[src/rtl/harq_pkg.sv]
// Shared constants, code layout and decode status for the ARQ link.
// Code layout: wire i belongs to lane (i mod 4) and block (i div 4); its
// parity-check column is {block id, one-hot lane}. Consecutive wires lie in
// different lanes, so a run of 2..4 faults sets several lane bits of the
// syndrome, while a single fault sets exactly one.
package harq_pkg;

    localparam int DATA_W = 64;
    localparam int CHK_W  = 9;
    localparam int CW_W   = DATA_W + CHK_W;
    localparam int LANE_W = 4;
    localparam int GRP_W  = CHK_W - LANE_W;

    typedef enum logic [1:0] {
        ST_CLEAN = 2'd0,
        ST_FIXED = 2'd1,
        ST_BAD   = 2'd2
    } dec_st_e;

    // Block identifier for each group of four wires (all distinct, non-zero).
    function automatic logic [GRP_W-1:0] grp_of(input int blk);
        case (blk)
            0:  return 5'd30;
            1:  return 5'd1;
            2:  return 5'd2;
            3:  return 5'd4;
            4:  return 5'd8;
            5:  return 5'd16;
            6:  return 5'd3;
            7:  return 5'd5;
            8:  return 5'd6;
            9:  return 5'd7;
            10: return 5'd9;
            11: return 5'd10;
            12: return 5'd11;
            13: return 5'd12;
            14: return 5'd13;
            15: return 5'd14;
            16: return 5'd15;
            17: return 5'd17;
            default: return 5'd18;
        endcase
    endfunction

    // Parity-check column of wire i.
    function automatic logic [CHK_W-1:0] col_of(input int i);
        logic [LANE_W-1:0] lane;
        lane = '0;
        lane[i % LANE_W] = 1'b1;
        return {grp_of(i / LANE_W), lane};
    endfunction

    // Check wires: 0..3 (block 30) and lane-0 wires of blocks 1..5.
    function automatic logic is_chk(input int i);
        return (i < LANE_W) || ((i % LANE_W == 0) && (i <= 5 * LANE_W));
    endfunction

endpackage

[src/rtl/harq_enc.sv]
// Encoder stage: maps a 64-bit flit to a 73-bit codeword and registers it
// together with its sequence tag. Assumes the package code layout; the check
// bits are solved in closed form so the full syndrome of every codeword is 0.
module harq_enc
    import harq_pkg::*;
#(
    parameter int TAG_W = 3
) (
    input  logic              clk,
    input  logic              rst_n,
    input  logic              src_vld,
    input  logic [DATA_W-1:0] src_data,
    input  logic [TAG_W-1:0]  src_tag,
    output logic              enc_vld,
    output logic [CW_W-1:0]   enc_cw,
    output logic [TAG_W-1:0]  enc_tag
);

    logic [CW_W-1:0]   cw_c;
    logic [CHK_W-1:0]  syn_d;
    logic [GRP_W-1:0]  hi_fix;
    logic [LANE_W-1:0] lo_fix;

    // Place data on the data wires, then solve the nine check wires.
    always_comb begin
        int d;
        d     = 0;
        cw_c  = '0;
        syn_d = '0;
        for (int i = 0; i < CW_W; i++) begin
            if (!is_chk(i)) begin
                cw_c[i] = src_data[d];
                d++;
            end
        end
        for (int i = 0; i < CW_W; i++) begin
            if (!is_chk(i)) syn_d ^= col_of(i) & {CHK_W{cw_c[i]}};
        end
        lo_fix = {syn_d[LANE_W-1:1], syn_d[0] ^ (^syn_d[CHK_W-1:LANE_W])};
        hi_fix = syn_d[CHK_W-1:LANE_W] ^ ((^lo_fix) ? 5'd30 : 5'd0);
        cw_c[LANE_W-1:0] = lo_fix;
        for (int k = 0; k < GRP_W; k++) cw_c[LANE_W * (k + 1)] = hi_fix[k];
    end

    // Encoder pipeline register.
    always_ff @(posedge clk) begin
        if (!rst_n) enc_vld <= 1'b0;
        else        enc_vld <= src_vld;
        enc_cw  <= cw_c;
        enc_tag <= src_tag;
    end

endmodule

[src/rtl/harq_dec.sv]
// Decoder stage: computes the syndrome of a received codeword, corrects a
// single faulty wire, flags anything else non-zero as uncorrectable, and
// registers data, tag and status. Assumes the package code layout.
module harq_dec
    import harq_pkg::*;
#(
    parameter int TAG_W = 3
) (
    input  logic              clk,
    input  logic              rst_n,
    input  logic              lk_vld,
    input  logic [CW_W-1:0]   lk_cw,
    input  logic [TAG_W-1:0]  lk_tag,
    output logic              dec_vld,
    output logic [DATA_W-1:0] dec_data,
    output logic [TAG_W-1:0]  dec_tag,
    output dec_st_e           dec_st
);

    logic [CHK_W-1:0]  syn;
    logic [CW_W-1:0]   hit;
    logic [CW_W-1:0]   fixed_cw;
    logic [DATA_W-1:0] data_c;
    dec_st_e           st_c;

    // Syndrome, single-wire match, correction and data extraction.
    always_comb begin
        int d;
        d   = 0;
        syn = '0;
        for (int i = 0; i < CW_W; i++) syn ^= col_of(i) & {CHK_W{lk_cw[i]}};
        for (int i = 0; i < CW_W; i++) hit[i] = (syn == col_of(i));
        fixed_cw = lk_cw ^ hit;
        data_c   = '0;
        for (int i = 0; i < CW_W; i++) begin
            if (!is_chk(i)) begin
                data_c[d] = fixed_cw[i];
                d++;
            end
        end
        if (syn == '0)  st_c = ST_CLEAN;
        else if (|hit)  st_c = ST_FIXED;
        else            st_c = ST_BAD;
    end

    // Decoder pipeline register.
    always_ff @(posedge clk) begin
        if (!rst_n) dec_vld <= 1'b0;
        else        dec_vld <= lk_vld;
        dec_data <= data_c;
        dec_tag  <= lk_tag;
        dec_st   <= st_c;
    end

endmodule

[src/rtl/harq_tx.sv]
// Sender control: assigns sequence tags, keeps the last WIN unacknowledged
// flits, frees them on in-order acknowledgements and rewinds on a rejection.
// Assumes WIN is a power of two and that acknowledgements arrive in tag order.
module harq_tx
    import harq_pkg::*;
#(
    parameter int WIN   = 4,
    parameter int TAG_W = 3
) (
    input  logic              clk,
    input  logic              rst_n,
    input  logic              in_valid,
    output logic              in_ready,
    input  logic [DATA_W-1:0] in_data,
    input  logic              ack_vld,
    input  logic              ack_nack,
    input  logic [TAG_W-1:0]  ack_tag,
    output logic              snd_vld,
    output logic [DATA_W-1:0] snd_data,
    output logic [TAG_W-1:0]  snd_tag
);

    localparam int IDX_W = $clog2(WIN);

    logic [DATA_W-1:0] store [WIN];
    logic [TAG_W-1:0]  base, nxt, sptr;
    logic [TAG_W-1:0]  outstanding;
    logic              ack_ok, nack_in, resend, accept;

    // Window occupancy, handshake and send selection.
    always_comb begin
        outstanding = nxt - base;
        ack_ok      = ack_vld && !ack_nack;
        nack_in     = ack_vld && ack_nack;
        resend      = (sptr != nxt);
        in_ready    = !resend && !nack_in &&
                      ((outstanding - TAG_W'(ack_ok)) < TAG_W'(WIN));
        accept      = in_valid && in_ready;
        snd_vld     = (resend && !nack_in) || accept;
        snd_data    = resend ? store[sptr[IDX_W-1:0]] : in_data;
        snd_tag     = resend ? sptr : nxt;
    end

    // Sequence pointers: new flits, resends, releases and rewinds.
    always_ff @(posedge clk) begin
        if (!rst_n) begin
            base <= '0;
            nxt  <= '0;
            sptr <= '0;
        end else begin
            if (accept) nxt <= nxt + 1'b1;
            if (ack_ok) base <= base + 1'b1;
            if (nack_in)                    sptr <= ack_tag;
            else if (accept || resend)      sptr <= sptr + 1'b1;
        end
    end

    // Retransmission store, written on the accepting edge (no reset needed).
    always_ff @(posedge clk) begin
        if (accept) store[nxt[IDX_W-1:0]] <= in_data;
    end

    assert_no_overflow_R6: assert property (@(posedge clk) disable iff (!rst_n)
        outstanding <= TAG_W'(WIN));

    assert_ack_order_R5: assert property (@(posedge clk) disable iff (!rst_n)
        ack_vld |-> ack_tag == base);

    assert_accept_quiet_R6: assert property (@(posedge clk) disable iff (!rst_n)
        (in_valid && in_ready) |-> (sptr == nxt) && !ack_nack);

    assert_resend_in_window_R5: assert property (@(posedge clk) disable iff (!rst_n)
        (sptr != nxt) |-> (TAG_W'(sptr - base) < outstanding));

endmodule

[src/rtl/harq_rx.sv]
// Receiver control: delivers flits whose tag is the expected one and whose
// status is not uncorrectable, answers each expected flit with an accept or a
// reject, and drops every flit with another tag. Responses travel back
// through ACK_STAGES registers (ACK_STAGES >= 1).
module harq_rx
    import harq_pkg::*;
#(
    parameter int TAG_W      = 3,
    parameter int ACK_STAGES = 1
) (
    input  logic              clk,
    input  logic              rst_n,
    input  logic              dec_vld,
    input  logic [DATA_W-1:0] dec_data,
    input  logic [TAG_W-1:0]  dec_tag,
    input  dec_st_e           dec_st,
    output logic              out_valid,
    output logic [DATA_W-1:0] out_data,
    output logic              ack_vld,
    output logic              ack_nack,
    output logic [TAG_W-1:0]  ack_tag
);

    logic [TAG_W-1:0]                  exp_tag;
    logic                              in_seq;
    logic [ACK_STAGES-1:0]             a_vld, a_nack;
    logic [ACK_STAGES-1:0][TAG_W-1:0]  a_tag;

    // Sequence match and delivery.
    always_comb begin
        in_seq    = dec_vld && (dec_tag == exp_tag);
        out_valid = in_seq && (dec_st != ST_BAD);
        out_data  = dec_data;
    end

    // Expected tag advances on each delivered flit.
    always_ff @(posedge clk) begin
        if (!rst_n)         exp_tag <= '0;
        else if (out_valid) exp_tag <= exp_tag + 1'b1;
    end

    // Response return path.
    always_ff @(posedge clk) begin
        if (!rst_n) begin
            a_vld <= '0;
        end else begin
            a_vld[0] <= in_seq;
            for (int s = 1; s < ACK_STAGES; s++) a_vld[s] <= a_vld[s-1];
        end
        a_nack[0] <= (dec_st == ST_BAD);
        a_tag[0]  <= dec_tag;
        for (int s = 1; s < ACK_STAGES; s++) begin
            a_nack[s] <= a_nack[s-1];
            a_tag[s]  <= a_tag[s-1];
        end
    end

    assign ack_vld  = a_vld[ACK_STAGES-1];
    assign ack_nack = a_nack[ACK_STAGES-1];
    assign ack_tag  = a_tag[ACK_STAGES-1];

    assert_drop_stale_R8: assert property (@(posedge clk) disable iff (!rst_n)
        (dec_vld && dec_tag != exp_tag) |=> exp_tag == $past(exp_tag));

endmodule

[src/rtl/harq_link_ctrl.sv]
// Top level: sender control, encoder stage, a LINK_STAGES register chain
// standing in for the wires (with a test-only inversion mask at its entry),
// decoder stage and receiver control with its response path.
// Assumes WIN is a power of two; full rate needs WIN >= LINK_STAGES+ACK_STAGES+2.
module harq_link_ctrl
    import harq_pkg::*;
#(
    parameter int WIN         = 4,
    parameter int LINK_STAGES = 1,
    parameter int ACK_STAGES  = 1
) (
    input  logic              clk,
    input  logic              rst_n,
    input  logic              in_valid,
    output logic              in_ready,
    input  logic [DATA_W-1:0] in_data,
    input  logic [CW_W-1:0]   link_err,
    output logic              out_valid,
    output logic [DATA_W-1:0] out_data
);

    localparam int TAG_W = $clog2(WIN) + 1;

    logic              snd_vld;
    logic [DATA_W-1:0] snd_data;
    logic [TAG_W-1:0]  snd_tag;
    logic              enc_vld;
    logic [CW_W-1:0]   enc_cw;
    logic [TAG_W-1:0]  enc_tag;
    logic [LINK_STAGES-1:0]            lk_vld;
    logic [LINK_STAGES-1:0][CW_W-1:0]  lk_cw;
    logic [LINK_STAGES-1:0][TAG_W-1:0] lk_tag;
    logic              dec_vld;
    logic [DATA_W-1:0] dec_data;
    logic [TAG_W-1:0]  dec_tag;
    dec_st_e           dec_st;
    logic              ack_vld, ack_nack;
    logic [TAG_W-1:0]  ack_tag;

    harq_tx #(.WIN(WIN), .TAG_W(TAG_W)) u_tx (
        .clk(clk), .rst_n(rst_n),
        .in_valid(in_valid), .in_ready(in_ready), .in_data(in_data),
        .ack_vld(ack_vld), .ack_nack(ack_nack), .ack_tag(ack_tag),
        .snd_vld(snd_vld), .snd_data(snd_data), .snd_tag(snd_tag)
    );

    harq_enc #(.TAG_W(TAG_W)) u_enc (
        .clk(clk), .rst_n(rst_n),
        .src_vld(snd_vld), .src_data(snd_data), .src_tag(snd_tag),
        .enc_vld(enc_vld), .enc_cw(enc_cw), .enc_tag(enc_tag)
    );

    // Wire model: fixed-length register chain, fault mask applied at entry.
    always_ff @(posedge clk) begin
        if (!rst_n) lk_vld <= '0;
        else begin
            lk_vld[0] <= enc_vld;
            for (int s = 1; s < LINK_STAGES; s++) lk_vld[s] <= lk_vld[s-1];
        end
        lk_cw[0]  <= enc_cw ^ link_err;
        lk_tag[0] <= enc_tag;
        for (int s = 1; s < LINK_STAGES; s++) begin
            lk_cw[s]  <= lk_cw[s-1];
            lk_tag[s] <= lk_tag[s-1];
        end
    end

    harq_dec #(.TAG_W(TAG_W)) u_dec (
        .clk(clk), .rst_n(rst_n),
        .lk_vld(lk_vld[LINK_STAGES-1]), .lk_cw(lk_cw[LINK_STAGES-1]),
        .lk_tag(lk_tag[LINK_STAGES-1]),
        .dec_vld(dec_vld), .dec_data(dec_data), .dec_tag(dec_tag), .dec_st(dec_st)
    );

    harq_rx #(.TAG_W(TAG_W), .ACK_STAGES(ACK_STAGES)) u_rx (
        .clk(clk), .rst_n(rst_n),
        .dec_vld(dec_vld), .dec_data(dec_data), .dec_tag(dec_tag), .dec_st(dec_st),
        .out_valid(out_valid), .out_data(out_data),
        .ack_vld(ack_vld), .ack_nack(ack_nack), .ack_tag(ack_tag)
    );

    assert_clean_entry_R3: assert property (@(posedge clk) disable iff (!rst_n)
        (enc_vld && link_err == '0) |=> lk_cw[0] == $past(enc_cw));

endmodule

[config.mk]
export PLATFORM = sky130hd
export DESIGN_NAME = harq_link_ctrl
export DESIGN_NICKNAME = d
export VERILOG_FILES = /design/src/rtl/harq_pkg.sv /design/src/rtl/harq_enc.sv /design/src/rtl/harq_dec.sv /design/src/rtl/harq_tx.sv /design/src/rtl/harq_rx.sv /design/src/rtl/harq_link_ctrl.sv
export SDC_FILE = /design/constraint.sdc
export NUM_CORES = 1
export LEC_CHECK = 0
export ABC_CLOCK_PERIOD_IN_PS = 12300
export BUFFER_PORTS_ARGS = -buffer_cell sky130_fd_sc_hd__buf_4
export CAP_MARGIN = 20
export CELL_PAD_IN_SITES_DETAIL_PLACEMENT = 0
export CELL_PAD_IN_SITES_GLOBAL_PLACEMENT = 1
export CORE_ASPECT_RATIO = 1.25
export CORE_MARGIN = 2
export CORE_UTILIZATION = 45
export DETAILED_ROUTE_END_ITERATION = 8
export GPL_ROUTABILITY_DRIVEN = 1
export GPL_TIMING_DRIVEN = 1
export PLACE_DENSITY = 0.78
export SYNTH_ARGS = -nofsm -noshare
export SYNTH_HDL_FRONTEND = slang
export SYNTH_SLANG_ARGS = --single-unit
export TNS_END_PERCENT = 100
[constraint.sdc]
create_clock -name clk -period 12.3 [get_ports clk]
set_input_delay 1.23 -clock clk [delete_from_list [all_inputs] [get_ports clk]]
set_output_delay 1.23 -clock clk [all_outputs]
set_load 0.03 [all_outputs]
==> results.toml, run 1 <==
[run_status]
status = "finished clean"

[clock_tree]
clk_pin_slew_worst_paths_ns = 0.06
ctsHoldBuffers = 0
clock_sinks = 499
htreeDepth = 2
clock_latency_ns = 0.57
cts_made_buffers = 48
cts_tree = "yes"
clk_path_buf_depth = 3
post_cts_buffers = 0
clock-root-buffer = "clkbuf_16"
cts_resized = 0

[die]
ios = 206
row_count = 88
fp.dieW_um = 197.3
die_area_mm2 = 0.04845
die_y_um = 245.6
start_util_pct = 45.54
core-area_mm2 = 0.04613

[setup_path]
start_kind = "flop"
crit_type = "reg -> reg"
cp_cell_sequence = "xnor2_1 > nand3_4 > buf_4 > buf_4 > mux2_2 > xnor3_1 > xor2_1 > xor3_1 > xnor2_1 > xnor3_2 > xor2_1"
critPathMaxStageDelay_ns = 0.81
critPathTopFamily = "XOR/XNOR gates"
cp.arrival_ns = 5.17
cp_slowest_cell = "buf_4"
crit_required_ns = 12.76
worst-path-buf-inv = 2
critPathCaptureType = "flop"
cp_max_fo = 56

[timing]
finalCritPeriodShare_pct = 38.35
slew_violations = 0
setup_tns_ns = 0
setup_viol = 0
slew_headroom_pct = 27.30
worst_slew_pin_slew_ns = 1.085
rsz0062_at_grt = "no"
hold_violations = 0
min_period_ns = 4.717
max_freq_mhz = 212.0
finClkSkew_ns = 0.02167
worst_slack_ns = 7.583
holdWs_ns = 0.3259

[synthesis]
synth_area_leader_cell = "edfxtp_1"
async_flop_share_pct = 0
synth_mux_area_share_pct = 12.38
synth_top_family_by_area = "XOR/XNOR gates"
synthXorXnorAreaFrac_pct = 21.23
synth_most_common_cell = "edfxtp_1"
synthAdderAreaFrac_pct = 0.5359
synthTopCellsByCount = "edfxtp_1 (256), xnor2_1 (252), dfxtp_1 (243), xor2_1 (161), mux2_2 (62)"
synth_edf_count = 256
yosysTopAreaCellShare_pct = 36.59
yosysWarnings = 0
synth-compound-area-share_pct = 1.143
synth-simple-area-share_pct = 3.442
syn-cell-area_mm2 = 0.02101
yosys-top-cells-area = "edfxtp_1 (37%), dfxtp_1 (23%), xnor2_1 (11%)"
ys_ff_latch = 499
syn-num-nets = 1521
ys_seq_area_share_pct = 59.74
postSynthCellCount = 1372
yosys_most_used_dff = "edfxtp_1"
syn_area_per_cell_um2 = 15.31
synth.distinct_cells = 49

[finish]
multi_input_area_mm2 = 0.008158
area_growth_pct = 18.41
drive_gt1_share_pct = 27.24
nets = 1746
seq_area_mm2 = 0.01256
nFillCells = 3794

[routing]
drc = 0
drtPass1Iterations = 5
detail_route.wl_per_cell_um = 23.62
wirelength_um = 52520
via_count = 11456
ant_nets = 0
drt-initial-drc-count = 735
vias_per_cell = 5.153

[grt]
grt_max_degree = 65
grt-ovfl-total = 0
grt_pass1_vias = 11760
grt_first_pass_wirelength_um = 76270
grt_usage_pct = 21.72
antenna_found_initial = 3

[place]
portBuffers = 205
dp_hpwl_um = 38430
pre_cts_ws_ns = 7.518
place_congestion = 0.8914

[worst_hold_path]
hp-class = "reg -> reg"

[run]
drv_cap = 0
[routing by layer]
metal  wire, um  GRT usage [%]  up-vias  share of wire (%)
met5          0              0        -                  0
met2      26760          38.04      337                 51
met1      21830          27.62     5710                 42
met4       1968          8.315        0                3.7
met3       1958          2.469       93                3.7
li1           -              -     5316                  -
[state kept, by name (all words and copies together) (netlist names), named ones only]
| register | count |
|---|---|
| u_tx.nxt | 3 |
| u_enc.enc_vld | 1 |
| lk_tag | 3 |
| u_enc.enc_tag | 3 |
| u_dec.dec_st | 2 |
| u_enc.enc_cw | 73 |
| u_tx.sptr | 3 |
| u_rx.ack_nack | 1 |
| u_tx.store | 256 |
| lk_cw | 73 |
| u_rx.ack_vld | 1 |
| u_tx.base | 3 |
| u_dec.dec_data | 64 |
| lk_vld | 1 |
| u_dec.dec_vld | 1 |
| u_dec.dec_tag | 3 |
| u_rx.ack_tag | 3 |
| u_rx.exp_tag | 3 |
[logic make-up after synthesis]
family / after synthesis
DFF: 499
xor gates and xnor gates: 451
muxes: 165
and+or+nand+nor: 154
buffers and inverters: 57
AOI/OAI and AO/OA: 37
adders and majority gates: 9
[layout by cell type, fill, tap and decap left out, drive strengths merged, types with 3 or more instances in the layout]
cell type  Yosys  routed
edfxtp       256     256
xnor2        255     255
dfxtp        243     243
buf           25     221
xor2         161     161
mux4          64      64
mux2          62      62
clkbuf        21      59
nand3         51      51
nand2         39      39
mux2i         39      39
xnor3         32      32
nor2          30      30
inv           11      16
clkinv         0      14
a21oi         11      11
ha             9       9
bufinv         0       8
nor3           8       8
o21ai          7       7
nor2b          7       7
and3           5       5
a211oi         4       4
clkinvlp       0       4
xor3           3       3
nand2b         3       3
and2           3       3
o22ai          3       3
[area by class of cell]
type	instances	share of cell area, %
Antenna cell	1	0.01006
Clock buffer	59	5.406
Clock inverter	31	1.549
Inverter	11	0.1660
Multi-Input combinational cell	816	32.79
Sequential cell	499	50.47
Tap cell	585	2.942
Timing Repair Buffer	221	6.668
[path summary, 6_finish.rpt]
check,startpoint,to,slack [ns],depth (start not counted)
setup / recovery,u_tx.nxt[0]$_SDFFE_PN0P_,u_enc.enc_cw[20]$_DFF_P_,7.58,11
hold / removal,u_enc.enc_tag[1]$_DFF_P_,lk_tag[1]$_DFF_P_,0.33,0
setup reg to reg,u_tx.nxt[0]$_SDFFE_PN0P_,u_enc.enc_cw[20]$_DFF_P_,7.58,11
hold reg to reg,u_enc.enc_tag[1]$_DFF_P_,lk_tag[1]$_DFF_P_,0.33,0
[metrics by stage]
stage / util (%) / cells / area (um2)
6_report: 53.93 / 2223 / 24880
5_1_grt: 53.92 / 2222 / 24880
3_5_place_dp: 50.16 / 2131 / 23140
2_1_floorplan: - / 1372 / 21010
3_3_place_gp: 50.16 / 2131 / 23140
4_1_cts: 53.91 / 2221 / 24870
Power of run 1 is not shown: default switching activity piles up to over one toggle a cycle in this logic, so the estimate is an artifact.
==> inputs of run 2 (changes only) <==
--- a/config.mk
+++ b/config.mk
@@ -5,7 +5,7 @@
 export SDC_FILE = /design/constraint.sdc
 export NUM_CORES = 1
 export LEC_CHECK = 0
-export ABC_CLOCK_PERIOD_IN_PS = 12300
+export ABC_CLOCK_PERIOD_IN_PS = 4200
 export BUFFER_PORTS_ARGS = -buffer_cell sky130_fd_sc_hd__buf_4
 export CAP_MARGIN = 20
 export CELL_PAD_IN_SITES_DETAIL_PLACEMENT = 0
@@ -16,7 +16,7 @@
 export DETAILED_ROUTE_END_ITERATION = 8
 export GPL_ROUTABILITY_DRIVEN = 1
 export GPL_TIMING_DRIVEN = 1
-export PLACE_DENSITY = 0.78
+export PLACE_DENSITY = 0.81
 export SYNTH_ARGS = -nofsm -noshare
 export SYNTH_HDL_FRONTEND = slang
 export SYNTH_SLANG_ARGS = --single-unit
==> constraint.sdc (replaced) <==
create_clock -name clk -period 4.2 [get_ports clk]
set_input_delay 0.42 -clock clk [delete_from_list [all_inputs] [get_ports clk]]
set_output_delay 0.42 -clock clk [all_outputs]
set_load 0.03 [all_outputs]
==> results.toml, run 2 (same netlist as run 1, synthesis figures left out) <==
[setup_path]
endpoint = "u_enc.enc_cw[20]$_DFF_P_"
critPathCaptureType = "flop"
reg2reg_slack_ns = 0.36
start_kind = "flop"
cp.arrival_ns = 4.29
crit_type = "reg -> reg"
cp_max_fo = 19
crit_required_ns = 4.65
r2r_cells = 10
r2r_end = "u_enc.enc_cw[20]$_DFF_P_"

[timing]
rsz0062_at_grt = "no"
slew_headroom_pct = 46.32
finClkSkew_ns = 0.01632
setup_tns_ns = 0
holdWs_ns = 0.03647
setup_viol = 0
worst_slew_pin_slew_ns = 0.8052
max_freq_mhz = 260.7
finalCritPeriodShare_pct = 91.32
hold_violations = 0
slew_violations = 0
min_period_ns = 3.835

[clock_tree]
cts_resized = 0
clock-root-buffer = "clkbuf_16"
ctsHoldBuffers = 0
cts_tree = "yes"
clock_latency_ns = 0.57
clk_pin_slew_worst_paths_ns = 0.06
post_cts_buffers = 0
clk_path_buf_depth = 3
htreeDepth = 2
clock_sinks = 499
cts_made_buffers = 50

[routing]
ant_nets = 0
drc = 0
via_count = 11493
drtPass1Iterations = 5
wirelength_um = 52440
detail_route.wl_per_cell_um = 23.37
vias_per_cell = 5.122
drt-initial-drc-count = 598

[run_status]
status = "finished clean"

[finish]
final_cell_mix = "edfxtp_1 (256), xnor2_1 (252), dfxtp_1 (241)"
drive_gt1_share_pct = 27.94
nets = 1765
area_growth_pct = 19.60
mostFrequentLayoutCell = "edfxtp_1"
largest_register_ffs = 256
layoutNonFillerInstCount = 2244

[place]
dp_hpwl_um = 38890
portBuffers = 205
place_congestion = 0.8989
placed_cells = 2149

[die]
start_util_pct = 45.54
fp.dieW_um = 197.3
row_count = 88
die_y_um = 245.6
die_area_mm2 = 0.04845
core-area_mm2 = 0.04613
ios = 206

[grt]
grt_first_pass_wirelength_um = 76060
antenna_found_initial = 4
grt-ovfl-total = 0
grt_usage_pct = 21.67
grt_max_degree = 65
grt_pass1_vias = 11927

[worst_hold_path]
hp-class = "in -> reg"

[run]
drv_cap = 0
[run 2: worst min path at each step]
| stage | start | end | slack (ns) | cells past startpoint |
|---|---|---|---|---|
| floorplan | u_enc.enc_tag[0]$_DFF_P_ | lk_tag[0]$_DFF_P_ | 0.31 | 0 |
| global placement | lk_tag[1]$_DFF_P_ | u_dec.dec_tag[1]$_DFF_P_ | 0.31 | 0 |
| finish | link_err[55] | lk_cw[55]$_DFF_P_ | 0.04 | 2 |
| detailed placement | lk_tag[1]$_DFF_P_ | u_dec.dec_tag[1]$_DFF_P_ | 0.31 | 0 |
| CTS | link_err[55] | lk_cw[55]$_DFF_P_ | 0.01 | 2 |
| global route | link_err[44] | lk_cw[44]$_DFF_P_ | 0.02 | 2 |
[run 2: per-stage QoR]
stage,util [%],setup WS [ns],area (um2)
6_report,54.47,0.3647,25130
5_1_grt,54.47,0.2228,25130
4_1_cts,54.46,0.3096,25130
3_5_place_dp,50.72,0.3402,23400
3_3_place_gp,50.72,0.4263,23400
2_1_floorplan,-,0.5083,21020
[run 2: final cells by class]
cell class	count	area, um2
Tap cell	585	732.0
Sequential cell	499	12560
Antenna cell	2	5.005
Fill cell	3727	21000
Inverter	11	41.29
Clock inverter	29	332.8
Clock buffer	64	1395
Multi-Input combinational cell	816	8155
Timing Repair Buffer	238	1912
[run 2: per-layer routing]
| metal | GRT usage, % | vias up | part of all wire (%) |
|---|---|---|---|
| li1 | - | 5364 | - |
| met1 | 27.38 | 5687 | 41 |
| met2 | 36.83 | 336 | 50 |
| met3 | 2.839 | 104 | 4.2 |
| met4 | 10.48 | 2 | 4.8 |
| met5 | 0 | - | 0.025 |
[run 2: critical path, stage by stage, from the launching register on]
cell     delay, ns
dfxtp_4       0.38
buf_12        0.20
mux4_2        0.58
xnor2_1       0.29
mux2i_4       0.13
xnor3_1       0.37
xor2_1        0.28
xor3_1        0.49
xnor2_1       0.30
xnor3_2       0.49
xor2_1        0.19
Power of run 2 is left out for the same reason.
==> inputs of run 3 (changes only) <==
--- a/config.mk
+++ b/config.mk
@@ -5,6 +5,7 @@
 export SDC_FILE = /design/constraint.sdc
 export NUM_CORES = 1
 export LEC_CHECK = 0
+export ABC_AREA = 1
 export ABC_CLOCK_PERIOD_IN_PS = 4200
 export BUFFER_PORTS_ARGS = -buffer_cell sky130_fd_sc_hd__buf_4
 export CAP_MARGIN = 20
@@ -12,7 +13,7 @@
 export CELL_PAD_IN_SITES_GLOBAL_PLACEMENT = 1
 export CORE_ASPECT_RATIO = 1.25
 export CORE_MARGIN = 2
-export CORE_UTILIZATION = 45
+export CORE_UTILIZATION = 41
 export DETAILED_ROUTE_END_ITERATION = 8
 export GPL_ROUTABILITY_DRIVEN = 1
 export GPL_TIMING_DRIVEN = 1
==> results.toml, run 3 <==
[worst_hold_path]
hp-start = "link_err[25]"
hp-class = "in -> reg"

[grt]
grt_usage_pct = 25.00
grt_first_pass_wirelength_um = 110400
grtUsageMet1_pct = 30.26
grt-ovfl-total = 0
grt_busiest_layer = "met2"
antenna_found_initial = 0
grt_use_met3_pct = 2.822
use_met2_pct = 45.71
grt_pass1_vias = 17790
grt_max_degree = 68

[synthesis]
yosys_most_used_dff = "edfxtp_1"
ys_ff_latch = 499
ys_seq_area_share_pct = 52.69
yosysTopAreaCellShare_pct = 32.27
yosys-top-cells-area = "edfxtp_1 (32%), dfxtp_1 (20%), nand2_1 (13%)"
postSynthCellCount = 2713
synth.distinct_cells = 39
async_flop_share_pct = 0
syn-cell-area_mm2 = 0.02382
syn_area_per_cell_um2 = 8.781
synthTopCellsByCount = "nand2_1 (829), inv_1 (308), edfxtp_1 (256), dfxtp_1 (243), xor2_1 (236)"
syn-num-nets = 2862
synth_area_leader_cell = "edfxtp_1"
synth_edf_count = 256
yosysWarnings = 0
synth_most_common_cell = "nand2_1"

[run]
drv_cap = 0

[finish]
antennaDiodeCount = 0
final_cell_mix = "nand2_1 (826), inv_1 (308), edfxtp_1 (256)"
final_area_mm2 = 0.02853
nFillCells = 5367
drive_gt1_share_pct = 13.10
mostFrequentLayoutCell = "nand2_1"
nets = 3123
area_growth_pct = 19.77
largest_register_ffs = 256

[clock_tree]
clock-root-buffer = "clkbuf_16"
clock_latency_ns = 0.61
cts_tree = "yes"
clk_path_buf_depth = 3
clock_sinks = 499
clk_pin_slew_worst_paths_ns = 0.06
htreeDepth = 2
post_cts_buffers = 0
cts_made_buffers = 50

[die]
die_y_um = 273.5
fp.dieW_um = 219.6
core-area_mm2 = 0.05739
ios = 206
row_count = 98
die_area_mm2 = 0.06006
start_util_pct = 41.51

[routing]
detail_route.wl_per_cell_um = 19.69
via_count = 18114
drt-initial-drc-count = 1238
drtPass1Iterations = 7
ant_nets = 0
vias_per_cell = 4.811
drc = 0
wirelength_um = 74150

[timing]
hold_violations = 0
holdWs_ns = 0.03031
worst_slew_pin_slew_ns = 0.7729
slew_violations = 0
min_period_ns = 3.768
rsz0062_at_grt = "no"
finClkSkew_ns = 0.02850
setup_viol = 0
finalCritPeriodShare_pct = 89.70
slew_headroom_pct = 48.13
max_freq_mhz = 265.4

[setup_path]
crit_type = "reg -> reg"
crit_required_ns = 4.69
r2r_start = "u_tx.nxt[1]$_SDFFE_PN0P_"
start_kind = "flop"
startpoint = "u_tx.nxt[1]$_SDFFE_PN0P_"
cp.arrival_ns = 4.26
cp_max_fo = 32
critPathCaptureType = "flop"

[place]
dp_hpwl_um = 56740
portBuffers = 205
place_congestion = 0.9268
placed_area_mm2 = 0.02644

[run_status]
status = "finished clean"
[run 3: timing repair]
action / in CTS / in global routing
hold endpoints to repair: 58 / 0
hold buffers: 43 / 0
resized for setup: 0 / 3
endpoints found under the setup margin: 0 / 4
[run 3: cells by family after synthesis]
group | after synthesis | synth area share (%)
flip-flops | 499 | 52.69
XOR/XNOR | 402 | 14.87
adder cells (fa/ha/maj) | 9 | 0.4727
AND/OR/NAND/NOR | 1259 | 21.70
buffers and inverters | 418 | 7.080
AO/OA/AOI/OAI | 126 | 3.188
[run 3: worst max-delay path: stages, from the launching register on]
cell and delay (ns):
dfxtp_1 0.51, xnor2_4 0.18, nand3_4 0.21, buf_12 0.24, buf_12 0.19, o21ai_1 0.47, nand2_1 0.16, nand2_1 0.11
nand3_1 0.07, nand2_1 0.09, nor2_1 0.05, nor2_1 0.19, nand3_1 0.13, nand2_1 0.09, nand2_1 0.05, nand2_1 0.11
nor2_1 0.07, nor2_2 0.12, nand3_1 0.14, nand2_2 0.11, nand2_2 0.08, nand2_2 0.10, nand2_1 0.06, nand2_1 0.06
inv_1 0.04
[run 3: cell type report]
class                           instances  area (um2)  area share [%]
Multi-Input combinational cell       1796        9646           33.81
Clock inverter                         21       197.7          0.6929
Inverter                              324        1216           4.262
Tap cell                              750       938.4           3.289
Sequential cell                       499       12560           44.01
Timing Repair Buffer                  303        2527           8.858
Clock buffer                           72        1450           5.082
[run 3: per-stage QoR]
stage | worst slack (ns) | util [%] | TNS (ns) | std cells
2_1_floorplan | -0.6878 | - | -170.48 | 2713
3_3_place_gp | 0.4110 | 46.08 | 0 | 3629
3_5_place_dp | 0.4394 | 46.08 | 0 | 3629
4_1_cts | 0.4199 | 49.70 | 0 | 3765
5_1_grt | 0.002353 | 49.72 | 0 | 3765
6_report | 0.4324 | 49.72 | 0 | 3765
[run 3: final timing paths]
path                                                  to  slack, ns  cells past startpoint
worst max-delay path            u_enc.enc_cw[20]$_DFF_P_       0.43                     24
worst min-delay path                   lk_cw[25]$_DFF_P_       0.03                      2
worst max register to register  u_enc.enc_cw[20]$_DFF_P_       0.43                     24
worst min register to register         lk_tag[0]$_DFF_P_       0.33                      0
[run 3: metal layers]
layer | vias to the layer above | wire [um]
met2 | 475 | 38660
met4 | 0 | 2623
met1 | 8466 | 29660
met3 | 125 | 3199
li1 | 9048 | -
met5 | - | 0
Power of run 3 is left out for the same reason.
